<file path="config.mk">
export PLATFORM = sky130hd
export DESIGN_NAME = ctl_seq_hunter
export DESIGN_NICKNAME = d
export VERILOG_FILES = /design/src/rtl/ctl_hunt_pkg.sv /design/src/rtl/ctl_hunt_classify.sv /design/src/rtl/ctl_hunt_lgr_cnt.sv /design/src/rtl/ctl_hunt_fsm.sv /design/src/rtl/ctl_seq_hunter.sv
export SDC_FILE = /design/constraint.sdc
export NUM_CORES = 1
export LEC_CHECK = 0
export CAP_MARGIN = 0
export CORE_MARGIN = 4
export CORE_UTILIZATION = 50
export DETAILED_ROUTE_END_ITERATION = 8
export HOLD_SLACK_MARGIN = 0.02
export PLACE_DENSITY = 0.84
export SKIP_CTS_REPAIR_TIMING = 1
export SYNTH_ARGS = -nofsm -noshare
export SYNTH_HDL_FRONTEND = slang
export SYNTH_SLANG_ARGS = --single-unit
</file>
<file path="constraint.sdc">
create_clock -name clk -period 3.1 [get_ports clk]
set_clock_uncertainty 0.15 [all_clocks]
set_input_delay 0.775 -clock clk [delete_from_list [all_inputs] [get_ports clk]]
set_output_delay 0.775 -clock clk [all_outputs]
set_load 0.01 [all_outputs]
</file>
<file path="src/rtl/ctl_hunt_pkg.sv">
package ctl_hunt_pkg;

  // Character codes of the received line code
  localparam logic [7:0] CH_SYN = 8'h32;
  localparam logic [7:0] CH_ENQ = 8'h2D;
  localparam logic [7:0] CH_DLE = 8'h10;
  localparam logic [7:0] CH_STX = 8'h02;
  localparam logic [7:0] CH_SOH = 8'h01;

  // Printable (address) character range
  localparam logic [7:0] GR_LO = 8'h40;
  localparam logic [7:0] GR_HI = 8'hFE;

  typedef enum logic [2:0] {
    CLS_SYN,
    CLS_ENQ,
    CLS_DLE,
    CLS_STX,
    CLS_SOH,
    CLS_GRAPHIC,
    CLS_CTRL
  } byte_cls_t;

  typedef enum logic [1:0] {
    ST_HUNT,
    ST_DLE,
    ST_PAD,
    ST_MON
  } hunt_st_t;

  function automatic logic is_graphic(input logic [7:0] b);
    return (b >= GR_LO) && (b <= GR_HI);
  endfunction

  function automatic logic pad_good(input logic [7:0] b);
    return &b[3:0];
  endfunction

  function automatic byte_cls_t classify(input logic [7:0] b);
    byte_cls_t c;
    if (b == CH_SYN)       c = CLS_SYN;
    else if (b == CH_ENQ)  c = CLS_ENQ;
    else if (b == CH_DLE)  c = CLS_DLE;
    else if (b == CH_STX)  c = CLS_STX;
    else if (b == CH_SOH)  c = CLS_SOH;
    else if (is_graphic(b)) c = CLS_GRAPHIC;
    else                   c = CLS_CTRL;
    return c;
  endfunction

endpackage

</file>
<file path="src/rtl/ctl_hunt_classify.sv">
module ctl_hunt_classify
  import ctl_hunt_pkg::*;
(
  input  logic [7:0] rx_byte,
  output byte_cls_t  cls,
  output logic       pad_ok
);

  always_comb begin
    cls    = classify(rx_byte);
    pad_ok = pad_good(rx_byte);
  end

endmodule

</file>
<file path="src/rtl/ctl_hunt_lgr_cnt.sv">
module ctl_hunt_lgr_cnt #(
  parameter int MAX_LGR = 15,
  parameter int MIN_LGR = 2,
  parameter int CNT_W   = $clog2(MAX_LGR + 1)
) (
  input  logic             clk,
  input  logic             rst_n,
  input  logic             clr,
  input  logic             inc,
  output logic [CNT_W-1:0] cnt,
  output logic             at_max,
  output logic             too_few,
  output logic             held
);

  localparam logic [CNT_W-1:0] MAX_C = CNT_W'(MAX_LGR);
  localparam logic [CNT_W-1:0] MIN_C = CNT_W'(MIN_LGR);

  logic [CNT_W-1:0] cnt_q;

  always_ff @(posedge clk or negedge rst_n) begin
    if (!rst_n)      cnt_q <= '0;
    else if (clr)    cnt_q <= '0;
    else if (inc)    cnt_q <= cnt_q + 1'b1;
  end

  assign cnt     = cnt_q;
  assign at_max  = (cnt_q == MAX_C);
  assign held    = (cnt_q != '0);
  assign too_few = held && (cnt_q < MIN_C);

endmodule

</file>
<file path="src/rtl/ctl_hunt_fsm.sv">
module ctl_hunt_fsm
  import ctl_hunt_pkg::*;
(
  input  logic      clk,
  input  logic      rst_n,
  input  logic      abort_i,
  input  logic      rx_valid,
  input  byte_cls_t cls,
  input  logic      pad_ok,
  input  logic      at_max,
  input  logic      too_few,
  input  logic      cnt_held,
  input  logic      mon_end_i,
  output hunt_st_t  state,
  output logic      ev_store,
  output logic      ev_restart,
  output logic      ev_flush,
  output logic      ev_done,
  output logic      ev_mon_enter,
  output logic      cnt_clr,
  output logic      cnt_inc
);

  hunt_st_t st_q, st_d;
  logic     held;

  always_ff @(posedge clk or negedge rst_n) begin
    if (!rst_n) st_q <= ST_HUNT;
    else        st_q <= st_d;
  end

  always_comb begin
    st_d         = st_q;
    ev_store     = 1'b0;
    ev_restart   = 1'b0;
    ev_done      = 1'b0;
    ev_mon_enter = 1'b0;
    cnt_inc      = 1'b0;
    if (abort_i) begin
      st_d       = ST_HUNT;
      ev_restart = 1'b1;
    end else begin
      unique case (st_q)
        ST_HUNT: if (rx_valid) begin
          unique case (cls)
            CLS_SYN: ;
            CLS_GRAPHIC: begin
              if (at_max) ev_restart = 1'b1;
              else begin
                ev_store = 1'b1;
                cnt_inc  = 1'b1;
              end
            end
            CLS_ENQ: begin
              if (too_few) ev_restart = 1'b1;
              else begin
                ev_store = 1'b1;
                st_d     = ST_PAD;
              end
            end
            CLS_DLE: st_d = ST_DLE;
            CLS_STX, CLS_SOH: begin
              ev_mon_enter = 1'b1;
              st_d         = ST_MON;
            end
            default: ev_restart = 1'b1;
          endcase
        end
        ST_DLE: if (rx_valid) begin
          if (cls == CLS_STX) begin
            ev_mon_enter = 1'b1;
            st_d         = ST_MON;
          end else begin
            ev_restart = 1'b1;
            st_d       = ST_HUNT;
          end
        end
        ST_PAD: if (rx_valid) begin
          st_d = ST_HUNT;
          if (pad_ok) ev_done    = 1'b1;
          else        ev_restart = 1'b1;
        end
        ST_MON: if (mon_end_i) st_d = ST_HUNT;
        default: st_d = ST_HUNT;
      endcase
    end
  end

  // Something is collected downstream when address bytes were counted or an ENQ waits for its pad
  assign held     = cnt_held || (st_q == ST_PAD);
  assign ev_flush = (ev_restart || ev_mon_enter) && held;
  assign cnt_clr  = ev_restart || ev_mon_enter || ev_done;
  assign state    = st_q;

endmodule

</file>
<file path="src/rtl/ctl_seq_hunter.sv">
module ctl_seq_hunter
  import ctl_hunt_pkg::*;
#(
  parameter int MAX_LGR = 15,
  parameter int MIN_LGR = 2,
  parameter int CNT_W   = $clog2(MAX_LGR + 1)
) (
  input  logic             clk,
  input  logic             rst_n,
  input  logic             abort_i,
  input  logic [7:0]       rx_byte_i,
  input  logic             rx_valid_i,
  input  logic             mon_end_i,
  output logic [7:0]       cap_byte_o,
  output logic             cap_valid_o,
  output logic             cap_flush_o,
  output logic             done_o,
  output logic [CNT_W-1:0] lgr_count_o,
  output logic             mon_req_o
);

  byte_cls_t        cls;
  logic             pad_ok;
  logic [CNT_W-1:0] cnt;
  logic             at_max, too_few, cnt_held;
  logic             cnt_clr, cnt_inc;
  hunt_st_t         state;
  logic             ev_store, ev_restart, ev_flush, ev_done, ev_mon_enter;

  ctl_hunt_classify u_cls (
    .rx_byte (rx_byte_i),
    .cls     (cls),
    .pad_ok  (pad_ok)
  );

  ctl_hunt_lgr_cnt #(
    .MAX_LGR (MAX_LGR),
    .MIN_LGR (MIN_LGR),
    .CNT_W   (CNT_W)
  ) u_cnt (
    .clk     (clk),
    .rst_n   (rst_n),
    .clr     (cnt_clr),
    .inc     (cnt_inc),
    .cnt     (cnt),
    .at_max  (at_max),
    .too_few (too_few),
    .held    (cnt_held)
  );

  ctl_hunt_fsm u_fsm (
    .clk          (clk),
    .rst_n        (rst_n),
    .abort_i      (abort_i),
    .rx_valid     (rx_valid_i),
    .cls          (cls),
    .pad_ok       (pad_ok),
    .at_max       (at_max),
    .too_few      (too_few),
    .cnt_held     (cnt_held),
    .mon_end_i    (mon_end_i),
    .state        (state),
    .ev_store     (ev_store),
    .ev_restart   (ev_restart),
    .ev_flush     (ev_flush),
    .ev_done      (ev_done),
    .ev_mon_enter (ev_mon_enter),
    .cnt_clr      (cnt_clr),
    .cnt_inc      (cnt_inc)
  );

  always_ff @(posedge clk or negedge rst_n) begin
    if (!rst_n) begin
      cap_byte_o  <= '0;
      cap_valid_o <= 1'b0;
      cap_flush_o <= 1'b0;
      done_o      <= 1'b0;
      lgr_count_o <= '0;
    end else begin
      cap_valid_o <= ev_store;
      cap_flush_o <= ev_flush;
      done_o      <= ev_done;
      if (ev_store) cap_byte_o <= rx_byte_i;
      if (abort_i)      lgr_count_o <= '0;
      else if (ev_done) lgr_count_o <= cnt;
    end
  end

  assign mon_req_o = (state == ST_MON);

endmodule

</file>
# == Word level (Yosys, flattened, before mapping) ==
# Index checks and enable logic that the tools add are counted.
# totals
register_bits,21
inputBits,13
output_inout_bits,16
wordCells,95
# op_classes
n_addsub,1
n_lt_le_gt_ge,3
eq_ne,20
muxes,49
n_reduce_logical,15
# ops
cell,n
1-bit two-way mux,26
8-bit by 6-bit == test with 1-bit output (second input constant),2
2-bit two-way mux,8
4-bit two-way mux,4
3-bit two-way mux,5
3-bit != test (second input constant),4
8-bit by 1-bit == test with 1-bit output (second input constant),1
8-bit by 2-bit == test with 1-bit output (second input constant),1
8-bit by 5-bit == test with 1-bit output (second input constant),1
8-bit by 7-bit >= comparator with 1-bit output (second input constant),1
8-bit <= comparator (second input constant),1
2-bit case mux with 4 select lines,1
3-bit by 2-bit == test with 1-bit output (second input constant),2
3-bit == test (second input constant),2
1-bit case mux with 3 select lines,2
2-bit case mux with 3 select lines,1
6-bit AND reduction,1
5-bit != test (second input constant),1
4-bit by 1-bit adder with 4-bit output (second input constant),1
2-bit == test (second input constant),2
4-bit == test (second input constant),1
4-bit by 2-bit less-than comparator with 1-bit output (second input constant),1
4-bit != test (second input constant),1
1-bit case mux with 2 select lines,2
other kinds (11),16

# == Logic depth before layout (Yosys ltp) ==
# Gate-level depths: netlist (run 1).
# depth
word_depth,17
depth_mapped,7
depth_no_buf,7

# == Hierarchy ==
# From an unflattened synthesis (run 1), not the netlist that was laid out.
# hier_totals
hier_cells,132
area_unflattened_um2,1386.3
# by_module_without_submodules
module,n_inst,cells_each,area_per_inst_um2,seq_area_each_um2
ctl_seq_hunter,1,34,573.0,375.4
ctl_hunt_fsm,1,54,434.2,50.0
ctl_hunt_lgr_cnt,1,23,232.7,100.1
ctl_hunt_classify,1,21,146.4,0.0

# == Worst setup path before layout (run 1) ==
# OpenSTA, ideal clock, no wires.
# synth_timing
kind,input to register
startpoint,in rx_byte_i[2]
endpoint,reg u_cnt.cnt_q[1] (netlist: u_cnt.cnt[1])
setup_ns,0.094
arrival_ns,2.178
required_time_ns,2.856
slack_ns,0.678
stages,6
path_buffers,1
cell_sequence,or4_1 -> buf_2 -> o31ai_2 -> nand3_1 -> and3b_4 -> a221oi_2
# synth_between
elab_chain_len,17
word_cells_on_any_way,49
cone_classes,order compare (2); eq/ne (10); mux (29); reduce/logical (8)
# synth_rtl
element,line,text
from (decl),ctl_seq_hunter.sv:11,"input logic [7:0] rx_byte_i,"
8-bit by 7-bit >= comparator with 1-bit output or 8-bit <= comparator (tied branches),ctl_hunt_pkg.sv:32,return (b >= GR_LO) && (b <= GR_HI);
1-bit logical AND,ctl_hunt_pkg.sv:32,
2-bit two-way mux,ctl_hunt_pkg.sv:46,else if (is_graphic(b)) c = CLS_GRAPHIC;
3-bit two-way mux,ctl_hunt_pkg.sv:45,else if (b == CH_SOH) c = CLS_SOH;
3-bit two-way mux,ctl_hunt_pkg.sv:44,else if (b == CH_STX) c = CLS_STX;
3-bit two-way mux,ctl_hunt_pkg.sv:43,else if (b == CH_DLE) c = CLS_DLE;
3-bit two-way mux,ctl_hunt_pkg.sv:42,else if (b == CH_ENQ) c = CLS_ENQ;
3-bit two-way mux,ctl_hunt_pkg.sv:41,if (b == CH_SYN) c = CLS_SYN;
3-bit by 2-bit == test with 1-bit output (tied with other cells),ctl_hunt_fsm.sv:45,unique case (cls)
4-bit OR reduction (no line) or 2-bit OR reduction (tied branches),--,
1-bit case mux with 3 select lines or 1-bit two-way mux (tied branches),ctl_hunt_fsm.sv:45,
1-bit two-way mux,ctl_hunt_fsm.sv:44,ST_HUNT: if (rx_valid) begin
1-bit case mux with 3 select lines or 1-bit case mux with 2 select lines (tied branches),ctl_hunt_fsm.sv:43,unique case (st_q)
1-bit two-way mux,ctl_hunt_fsm.sv:39,if (abort_i) begin
1-bit logical OR (2 in a row),ctl_hunt_fsm.sv:92,assign cnt_clr = ev_restart || ev_mon_enter || ev_done;
4-bit two-way mux or 2-bit nonzero test (tied branches),--,
to (signal assigned),ctl_hunt_lgr_cnt.sv:24,else if (inc) cnt_q <= cnt_q + 1'b1;
to (decl),ctl_hunt_lgr_cnt.sv:19,logic [CNT_W-1:0] cnt_q;
# Parallel ways exist; a longest one is shown, timed or not.
# A chain may end at the register's enable or synchronous reset.

# == Final worst setup path (run 1) ==
# layout_timing
startpoint,in rx_byte_i[0]
endpoint,reg u_cnt.cnt_q[1] (netlist: u_cnt.cnt[1])
# The elaborated chain is that of the path after synthesis.

==> summary.txt, run 1 <==
RUN STATUS
-----------------------------------------------------------------------------------------
Status ..................................................................... finished, final reports clean

GLOBAL ROUTE
-----------------------------------------------------------------------------------------
Global route total overflow ................................................            0
Pin count of the biggest net entering global routing .......................           22
Via count of the first global-routing pass .................................         1229
First-pass GRT wire length .................................................      5.33 mm
Gr usage total .............................................................        19.2%
Initial antenna violation count ............................................            0

YOSYS
-----------------------------------------------------------------------------------------
Predominant post-synthesis flop cell ....................................... sky130_fd_sc_hd__dfrtp_1
Netlist area before placement ..............................................  0.00135 mm2
Post-synth top area share ..................................................        39.0%
Yosys Warn Count ...........................................................            0
Number of instances in the synthesized netlist .............................          136
Number of enable flip-flop cells after synthesis ...........................            0
Proportion of register bits with asynchronous set or reset after synthesis .         100%
Syn Nets ...................................................................          157
Unique masters post-synth ..................................................           43
Post-synthesis sequential area ratio .......................................        39.0%
Largest area contributor in the netlist .................................... sky130_fd_sc_hd__dfrtp_1
Synthesized flop and latch total ...........................................           21
Leading post-synthesis cells by cell area .................................. sky130_fd_sc_hd__dfrtp_1, sky130_fd_sc_hd__ha_1, sky130_fd_sc_hd__mux2_2
Mapped Avg Cell Area .......................................................     9.90 um2
Most used standard cells in the synthesized netlist ........................ sky130_fd_sc_hd__dfrtp_1, sky130_fd_sc_hd__inv_1, sky130_fd_sc_hd__nor2_1
Most frequent cell after synthesis ......................................... sky130_fd_sc_hd__dfrtp_1

TIMING
-----------------------------------------------------------------------------------------
Slew Limit Headroom ........................................................        66.4%
RSZ-0062 raised after global routing .......................................        false
Top achievable clock speed .................................................      377 MHz
Number of pins with negative max-slew slack in the final report ............            0
Final setup viols ..........................................................            0
Slew at the pin with the worst max-slew slack ..............................     0.501 ns
Final Critical Period ......................................................      2.65 ns
TNS Setup ..................................................................         0 ns
Final Hold Vio Count .......................................................            0
Final period utilization ...................................................        85.6%

PLACED DESIGN
-----------------------------------------------------------------------------------------
Final HPWL from detailed placement .........................................      2.48 mm
Gpl congestion .............................................................        0.866
Number of buffers inserted by port buffering ...............................           28
Standard cell area after detailed placement ................................  0.00173 mm2

FINISH
-----------------------------------------------------------------------------------------
Final design area excluding fillers ........................................  0.00175 mm2
Antenna cells ..............................................................            0
Layout filler cell count ...................................................          191
Post-layout net count ......................................................          195
Synthesis-to-finish area growth ............................................        30.2%
Fraction of final layout cells sized beyond drive strength 1 ...............        17.3%

FLOORPLAN
-----------------------------------------------------------------------------------------
Core area ..................................................................  0.00252 mm2
Floorplan die width ........................................................      59.9 um
Initial cell density of the core ...........................................        53.4%
Total I/O pin count ........................................................           29
Die height .................................................................      59.9 um
Die area ...................................................................  0.00359 mm2
Std cell rows ..............................................................           18

WORST SETUP PATH
-----------------------------------------------------------------------------------------
Critical R2R Launch ........................................................ u_fsm.state[1]$_DFFE_PN0P_
Arr. time, crit path .......................................................      2.74 ns
Crit Path Class ............................................................ input pin to flop
Reg2reg end ................................................................ cap_byte_o[7]$_DFFE_PN0P_
CP max stage cell .......................................................... sky130_fd_sc_hd__clkdlybuf4s50_1
CP Launch Point ............................................................ rx_byte_i[0]
Worst Setup End Kind .......................................................         flop
Startpoint type of the worst setup path ....................................    input pin
Crit-path max cell delay ...................................................      0.63 ns
Data required, critical path ...............................................      3.18 ns
List of cells traversed by the critical path ............................... clkdlybuf4s50_1, nand4_1, o22ai_1, o21ba_2, o211ai_1, a221oi_2
Largest fanout on the critical path ........................................            9
Critical path capture point ................................................ u_cnt.cnt[1]$_DFFE_PN0P_
Logic depth of the worst register-to-register path .........................            7
Register-to-Register Setup Slack ...........................................      0.85 ns

ROUTE
-----------------------------------------------------------------------------------------
Detailed Routing Iterations Pass 1 .........................................            4
Drt wl/cell ................................................................      15.8 um
Drt total wl ...............................................................      3.20 mm
Via count of the routed design .............................................         1183
Drt initial violations .....................................................           21
Post-route DRC .............................................................            0
Antenna-violating nets left ................................................            0
Via density per instance ...................................................         5.83

POWER
-----------------------------------------------------------------------------------------
Worst IR Drop VDD ..........................................................     0.389 mV
Leak .......................................................................     0.714 nW
Areal power density over the cells .........................................   355 mW/mm2

WORST HOLD PATH
-----------------------------------------------------------------------------------------
HP Class ................................................................... flop to flop

RUN
-----------------------------------------------------------------------------------------
Max capacitance violation total ............................................            0

CLOCK TREE
-----------------------------------------------------------------------------------------
Clock latency at the later pin of the worst-skew pair ......................      0.31 ns
Number of CTS-inserted buffers .............................................            3
Clock slew at reported path FFs ............................................      0.12 ns
Max clock buf depth ........................................................            2
Root Buffer Master ......................................................... sky130_fd_sc_hd__clkbuf_4
Number of clock sinks ......................................................           21
CTS H-Tree Depth ...........................................................            1
CTS tree ...................................................................         done

-- stage by stage --
step	hold WS, ns	instances	worst slack, ns	total power [mW]	utilization (%)
6_report	0.369	203	0.446	0.622	69.5
5_1_grt	0.386	203	0.304	0.651	69.5
4_1_cts	0.376	203	0.471	0.630	69.5
3_5_place_dp	0.347	199	0.131	0.492	68.4
3_3_place_gp	0.338	199	0.195	0.487	68.4
2_1_floorplan	0.329	136	0.678	0.393	-
-- how the worst min path moves through the flow --
stage                         startpoint                        end  slack, ns  cells after the start
2_1_floorplan                      rst_n  cap_byte_o[0]$_DFFE_PN0P_       0.33                      0
3_3_place_gp   cap_byte_o[6]$_DFFE_PN0P_  cap_byte_o[6]$_DFFE_PN0P_       0.34                      1
3_5_place_dp   cap_byte_o[6]$_DFFE_PN0P_  cap_byte_o[6]$_DFFE_PN0P_       0.35                      1
4_1_cts        cap_byte_o[6]$_DFFE_PN0P_  cap_byte_o[6]$_DFFE_PN0P_       0.38                      1
5_1_grt        cap_byte_o[6]$_DFFE_PN0P_  cap_byte_o[6]$_DFFE_PN0P_       0.39                      1
6_report       cap_byte_o[6]$_DFFE_PN0P_  cap_byte_o[6]$_DFFE_PN0P_       0.37                      1
-- placed cells by master (no fill, tap or decap), types with 2 or more instances in the layout --
cell type	Yosys	layout
sky130_fd_sc_hd__a211oi_1	2	2
sky130_fd_sc_hd__nand4_1	3	3
sky130_fd_sc_hd__o22ai_1	4	4
sky130_fd_sc_hd__nor3_1	7	7
sky130_fd_sc_hd__nand2_1	6	6
sky130_fd_sc_hd__buf_4	0	8
sky130_fd_sc_hd__mux2i_1	4	4
sky130_fd_sc_hd__clkdlybuf4s50_1	0	28
sky130_fd_sc_hd__inv_1	10	10
sky130_fd_sc_hd__nand3_1	4	4
sky130_fd_sc_hd__dfrtp_1	21	21
sky130_fd_sc_hd__a21oi_1	2	2
sky130_fd_sc_hd__clkbuf_4	0	3
sky130_fd_sc_hd__nor4_1	3	3
sky130_fd_sc_hd__mux2_2	8	8
sky130_fd_sc_hd__nand3b_1	2	2
sky130_fd_sc_hd__nor2_1	9	9
sky130_fd_sc_hd__or3_1	2	2
sky130_fd_sc_hd__nand2b_1	8	8
sky130_fd_sc_hd__xnor2_1	3	3
sky130_fd_sc_hd__ha_1	8	8
sky130_fd_sc_hd__o21ai_0	4	4
-- cell families after synthesis --
logic type	share of synthesized area [%]
AOI/OAI and AO/OA	15.4
adders and majority gates	7.44
muxes	9.67
buffers and inverters	4.18
xor gates and xnor gates	1.95
and+or+nand+nor	22.3
DFF	39.0
-- report_power, final --
group | total (mW) | switching [mW] | internal [mW] | leakage, nW
Sequential | 0.312 | 0.0137 | 0.298 | 0.274
Combinational | 0.174 | 0.0747 | 0.0990 | 0.422
Clock | 0.136 | 0.0875 | 0.0483 | 0.0177
Total | 0.622 | 0.176 | 0.446 | 0.714
-- worst max-delay path: cells and delay by family --
| kind | cells | cell delay, ns |
|---|---|---|
| AO/OA/AOI/OAI | 4 | 1.03 |
| AND/OR/NAND/NOR | 1 | 0.29 |
| buffers and inverters | 1 | 0.63 |
-- state kept, by name, summed over array words and instances (netlist names) --
name / flops
u_fsm.state: 2
cap_byte_o: 8
done_o: 1
u_cnt.cnt: 4
cap_valid_o: 1
cap_flush_o: 1
lgr_count_o: 4
-- metal layers --
metal  track usage [%]  part of all wire [%]
met5                 0                     0
met1              23.5                    43
met2              34.4                    52
met3              3.02                   3.8
met4              5.38                  0.91
-- final cells by class --
| cell class | count | area [um2] | share of cell area, % |
|---|---|---|---|
| clock buffer | 3 | 22.5 | 1.28 |
| sequential | 21 | 526 | 30.0 |
| clock inverter | 1 | 5.00 | 0.286 |
| tap | 30 | 37.5 | 2.14 |
| timing repair buffer | 37 | 360 | 20.6 |
| inverter | 10 | 37.5 | 2.14 |
| multi-input combinational | 101 | 764 | 43.6 |
(Power assumes the default switching activity.)
==> run 2: changes to the inputs <==
PLACE_DENSITY = not set   (was 0.84)
PLACE_DENSITY_LB_ADDON = 0.1   (was not set)
SYNTH_HIERARCHICAL = 1   (was not set)
==> summary.txt, run 2 <==
RUN STATUS
------------------------------------------------------------------------------
Status .......................................................... finished, final reports clean

FINISH
------------------------------------------------------------------------------
Antenna cells ...................................................            0   unchanged
Register bank with the most flops ...............................   cap_byte_o
Layout filler cell count ........................................          165   -14%
Synthesis-to-finish area growth .................................        43.6%
Largest register FFs ............................................            8   unchanged
Fraction of final layout cells sized beyond drive strength 1 ....        30.2%   +13 points
Commonest non-fill, non-tap cells in the layout ................. sky130_fd_sc_hd__clkdlybuf4s50_1, sky130_fd_sc_hd__buf_4, sky130_fd_sc_hd__dfrtp_1, sky130_fd_sc_hd__inv_1, sky130_fd_sc_hd__nor2_1
Post-layout net count ...........................................          204   +4.6%

WORST SETUP PATH
------------------------------------------------------------------------------
Logic depth of the worst register-to-register path ..............            9   +2
Worst Setup End Kind ............................................         flop
Data required, critical path ....................................      3.20 ns   +0.02 ns
Crit Path Class ................................................. input pin to flop
Arr. time, crit path ............................................      3.13 ns   +0.39 ns
Largest fanout on the critical path .............................            5   -4
Reg2reg end ..................................................... u_cnt/cnt[3]$_DFFE_PN0P_
Register-to-Register Setup Slack ................................      0.55 ns   -0.30 ns
Critical R2R Launch ............................................. u_cnt/cnt[1]$_DFFE_PN0P_
Startpoint type of the worst setup path .........................    input pin

FLOORPLAN
------------------------------------------------------------------------------
Floorplan die width .............................................      60.5 um   +1.0%
Core area .......................................................  0.00254 mm2   +0.89%
Initial cell density of the core ................................        54.2%   +0.81 points
Std cell rows ...................................................           18   unchanged
Total I/O pin count .............................................           29   unchanged
Die height ......................................................      60.5 um   +1.0%
Die area ........................................................  0.00366 mm2   +2.1%

GLOBAL ROUTE
------------------------------------------------------------------------------
Via count of the first global-routing pass ......................         1184   -3.7%
Gr usage total ..................................................        19.6%   +0.40 points
Global route total overflow .....................................            0   unchanged
First-pass GRT wire length ......................................      5.46 mm   +2.3%
Pin count of the biggest net entering global routing ............           22   unchanged
Initial antenna violation count .................................            0   unchanged

PLACED DESIGN
------------------------------------------------------------------------------
Final HPWL from detailed placement ..............................      2.42 mm   -2.3%
Worst setup slack before clock tree synthesis ...................    -0.547 ns   -0.678 ns
Gpl congestion ..................................................        0.842   -2.8%
Number of buffers inserted by port buffering ....................           28   unchanged

ROUTE
------------------------------------------------------------------------------
Drt initial violations ..........................................           49   +130%
Via density per instance ........................................         5.63   -3.4%
Drt total wl ....................................................      3.31 mm   +3.4%
Post-route DRC ..................................................            0   unchanged
Detailed Routing Iterations Pass 1 ..............................            4   unchanged
Via count of the routed design ..................................         1194   +0.93%
Drt wl/cell .....................................................      15.6 um   -0.98%
Antenna-violating nets left .....................................            0   unchanged

YOSYS
------------------------------------------------------------------------------
Mapped Avg Cell Area ............................................     10.6 um2   +7.1%
Number of instances in the synthesized netlist ..................          130   -4.4%
Syn Nets ........................................................          151   -3.8%
Netlist area before placement ...................................  0.00138 mm2   +2.4%
Yosys Warn Count ................................................            6   +6

WORST HOLD PATH
------------------------------------------------------------------------------
Worst min-delay path startpoint ................................. cap_byte_o[2]$_DFFE_PN0P_
HP Class ........................................................ flop to flop
Instance count along the most critical hold path ................            1   unchanged
Endpoint of the worst hold-timing path .......................... cap_byte_o[2]$_DFFE_PN0P_

POWER
------------------------------------------------------------------------------
Leak ............................................................     0.915 nW   +28%
Areal power density over the cells ..............................   529 mW/mm2   +49%
Worst IR Drop VDD ...............................................     0.434 mV   +12%
Post-layout power ...............................................      1.05 mW   +68%

CLOCK TREE
------------------------------------------------------------------------------
Clock slew at reported path FFs .................................      0.14 ns   +0.02 ns
Max clock buf depth .............................................            2   unchanged
CTS H-Tree Depth ................................................            1   unchanged
Root Buffer Master .............................................. sky130_fd_sc_hd__clkbuf_4
Clock latency at the later pin of the worst-skew pair ...........      0.32 ns   about the same
CTS tree ........................................................         done
Number of clock sinks ...........................................           21   unchanged
Number of CTS-inserted buffers ..................................            3   unchanged

TIMING
------------------------------------------------------------------------------
Final setup viols ...............................................            0   unchanged
Slew at the pin with the worst max-slew slack ...................     0.455 ns   -0.0460 ns
Final period utilization ........................................        97.7%   +12 points
Number of pins with negative max-slew slack in the final report .            0   unchanged
Top achievable clock speed ......................................      330 MHz   -12%
Slew Limit Headroom .............................................        69.4%   +2.9 points
RSZ-0062 raised after global routing ............................        false
Worst setup slack after layout ..................................    0.0708 ns   -0.375 ns
Final Critical Period ...........................................      3.03 ns   +0.375 ns
Final Hold Vio Count ............................................            0   unchanged

RUN
------------------------------------------------------------------------------
Max capacitance violation total .................................            0   unchanged

==> run 2: report_power, final <==
part,total (mW),switching (mW),internal [mW]
clock,0.147,0.0979,0.0494
sequential,0.393,0.0504,0.343
combinational,0.506,0.206,0.300
==> run 2: how the worst max path moves through the flow <==
stage | start | end | slack [ns] | depth (start not counted)
2_1_floorplan | rx_byte_i[2] | u_cnt/cnt[3]$_DFFE_PN0P_ | 0.11 | 7
3_3_place_gp | rx_byte_i[3] | u_cnt/cnt[3]$_DFFE_PN0P_ | -0.37 | 10
3_5_place_dp | rx_byte_i[0] | u_cnt/cnt[3]$_DFFE_PN0P_ | -0.55 | 10
4_1_cts | rx_byte_i[1] | u_cnt/cnt[3]$_DFFE_PN0P_ | -0.21 | 10
5_1_grt | rx_byte_i[7] | u_cnt/cnt[3]$_DFFE_PN0P_ | 0.009 | 11
6_report | rx_byte_i[7] | u_cnt/cnt[2]$_DFFE_PN0P_ | 0.07 | 11
==> run 2: area by class of cell <==
cell class / instances / area, um2 / area share, %
flip-flops and latches: 21 / 526 / 26.5
well taps: 30 / 37.5 / 1.90
repair buffers: 51 / 480 / 24.3
inverters: 12 / 45.0 / 2.27
clock buffers: 3 / 22.5 / 1.14
clock inverters: 1 / 7.51 / 0.379
multi-input cells: 94 / 862 / 43.5
==> run 2: per-layer routing <==
layer,wire [um],part of all wire [%],track usage [%],up-vias
li1,-,-,-,571
met1,1450,44,24.0,572
met2,1600,48,36.0,48
met3,230,7.0,2.77,3
met4,28,0.85,5.26,0
met5,0,0,0,-
==> run 2: stage by stage <==
stage	hold WS [ns]	area, um2	setup TNS [ns]	util [%]	instances
2_1_floorplan	0.329	1380	0	-	130
3_3_place_gp	0.343	1840	-4.09	72.3	206
3_5_place_dp	0.342	1840	-5.80	72.3	206
4_1_cts	0.380	1870	-0.803	73.5	210
5_1_grt	0.392	1980	0	77.8	212
6_report	0.379	1980	0	77.8	212
==> run 2: critical path: stages <==
cell                              delay [ns]
sky130_fd_sc_hd__clkdlybuf4s50_1        0.47
sky130_fd_sc_hd__or3_4                  0.43
sky130_fd_sc_hd__nor3_4                 0.15
sky130_fd_sc_hd__a221oi_4               0.10
sky130_fd_sc_hd__buf_4                  0.17
sky130_fd_sc_hd__a21oi_1                0.17
sky130_fd_sc_hd__o311ai_2               0.14
sky130_fd_sc_hd__a41oi_2                0.26
sky130_fd_sc_hd__nand3b_1               0.17
sky130_fd_sc_hd__buf_4                  0.18
sky130_fd_sc_hd__a21oi_1                0.11
==> run 3: changes to the inputs <==
SLEW_MARGIN = 25   (was not set)
==> results of run 3 <==
The final DEF is identical to that of run 2; final timing and power are the same.
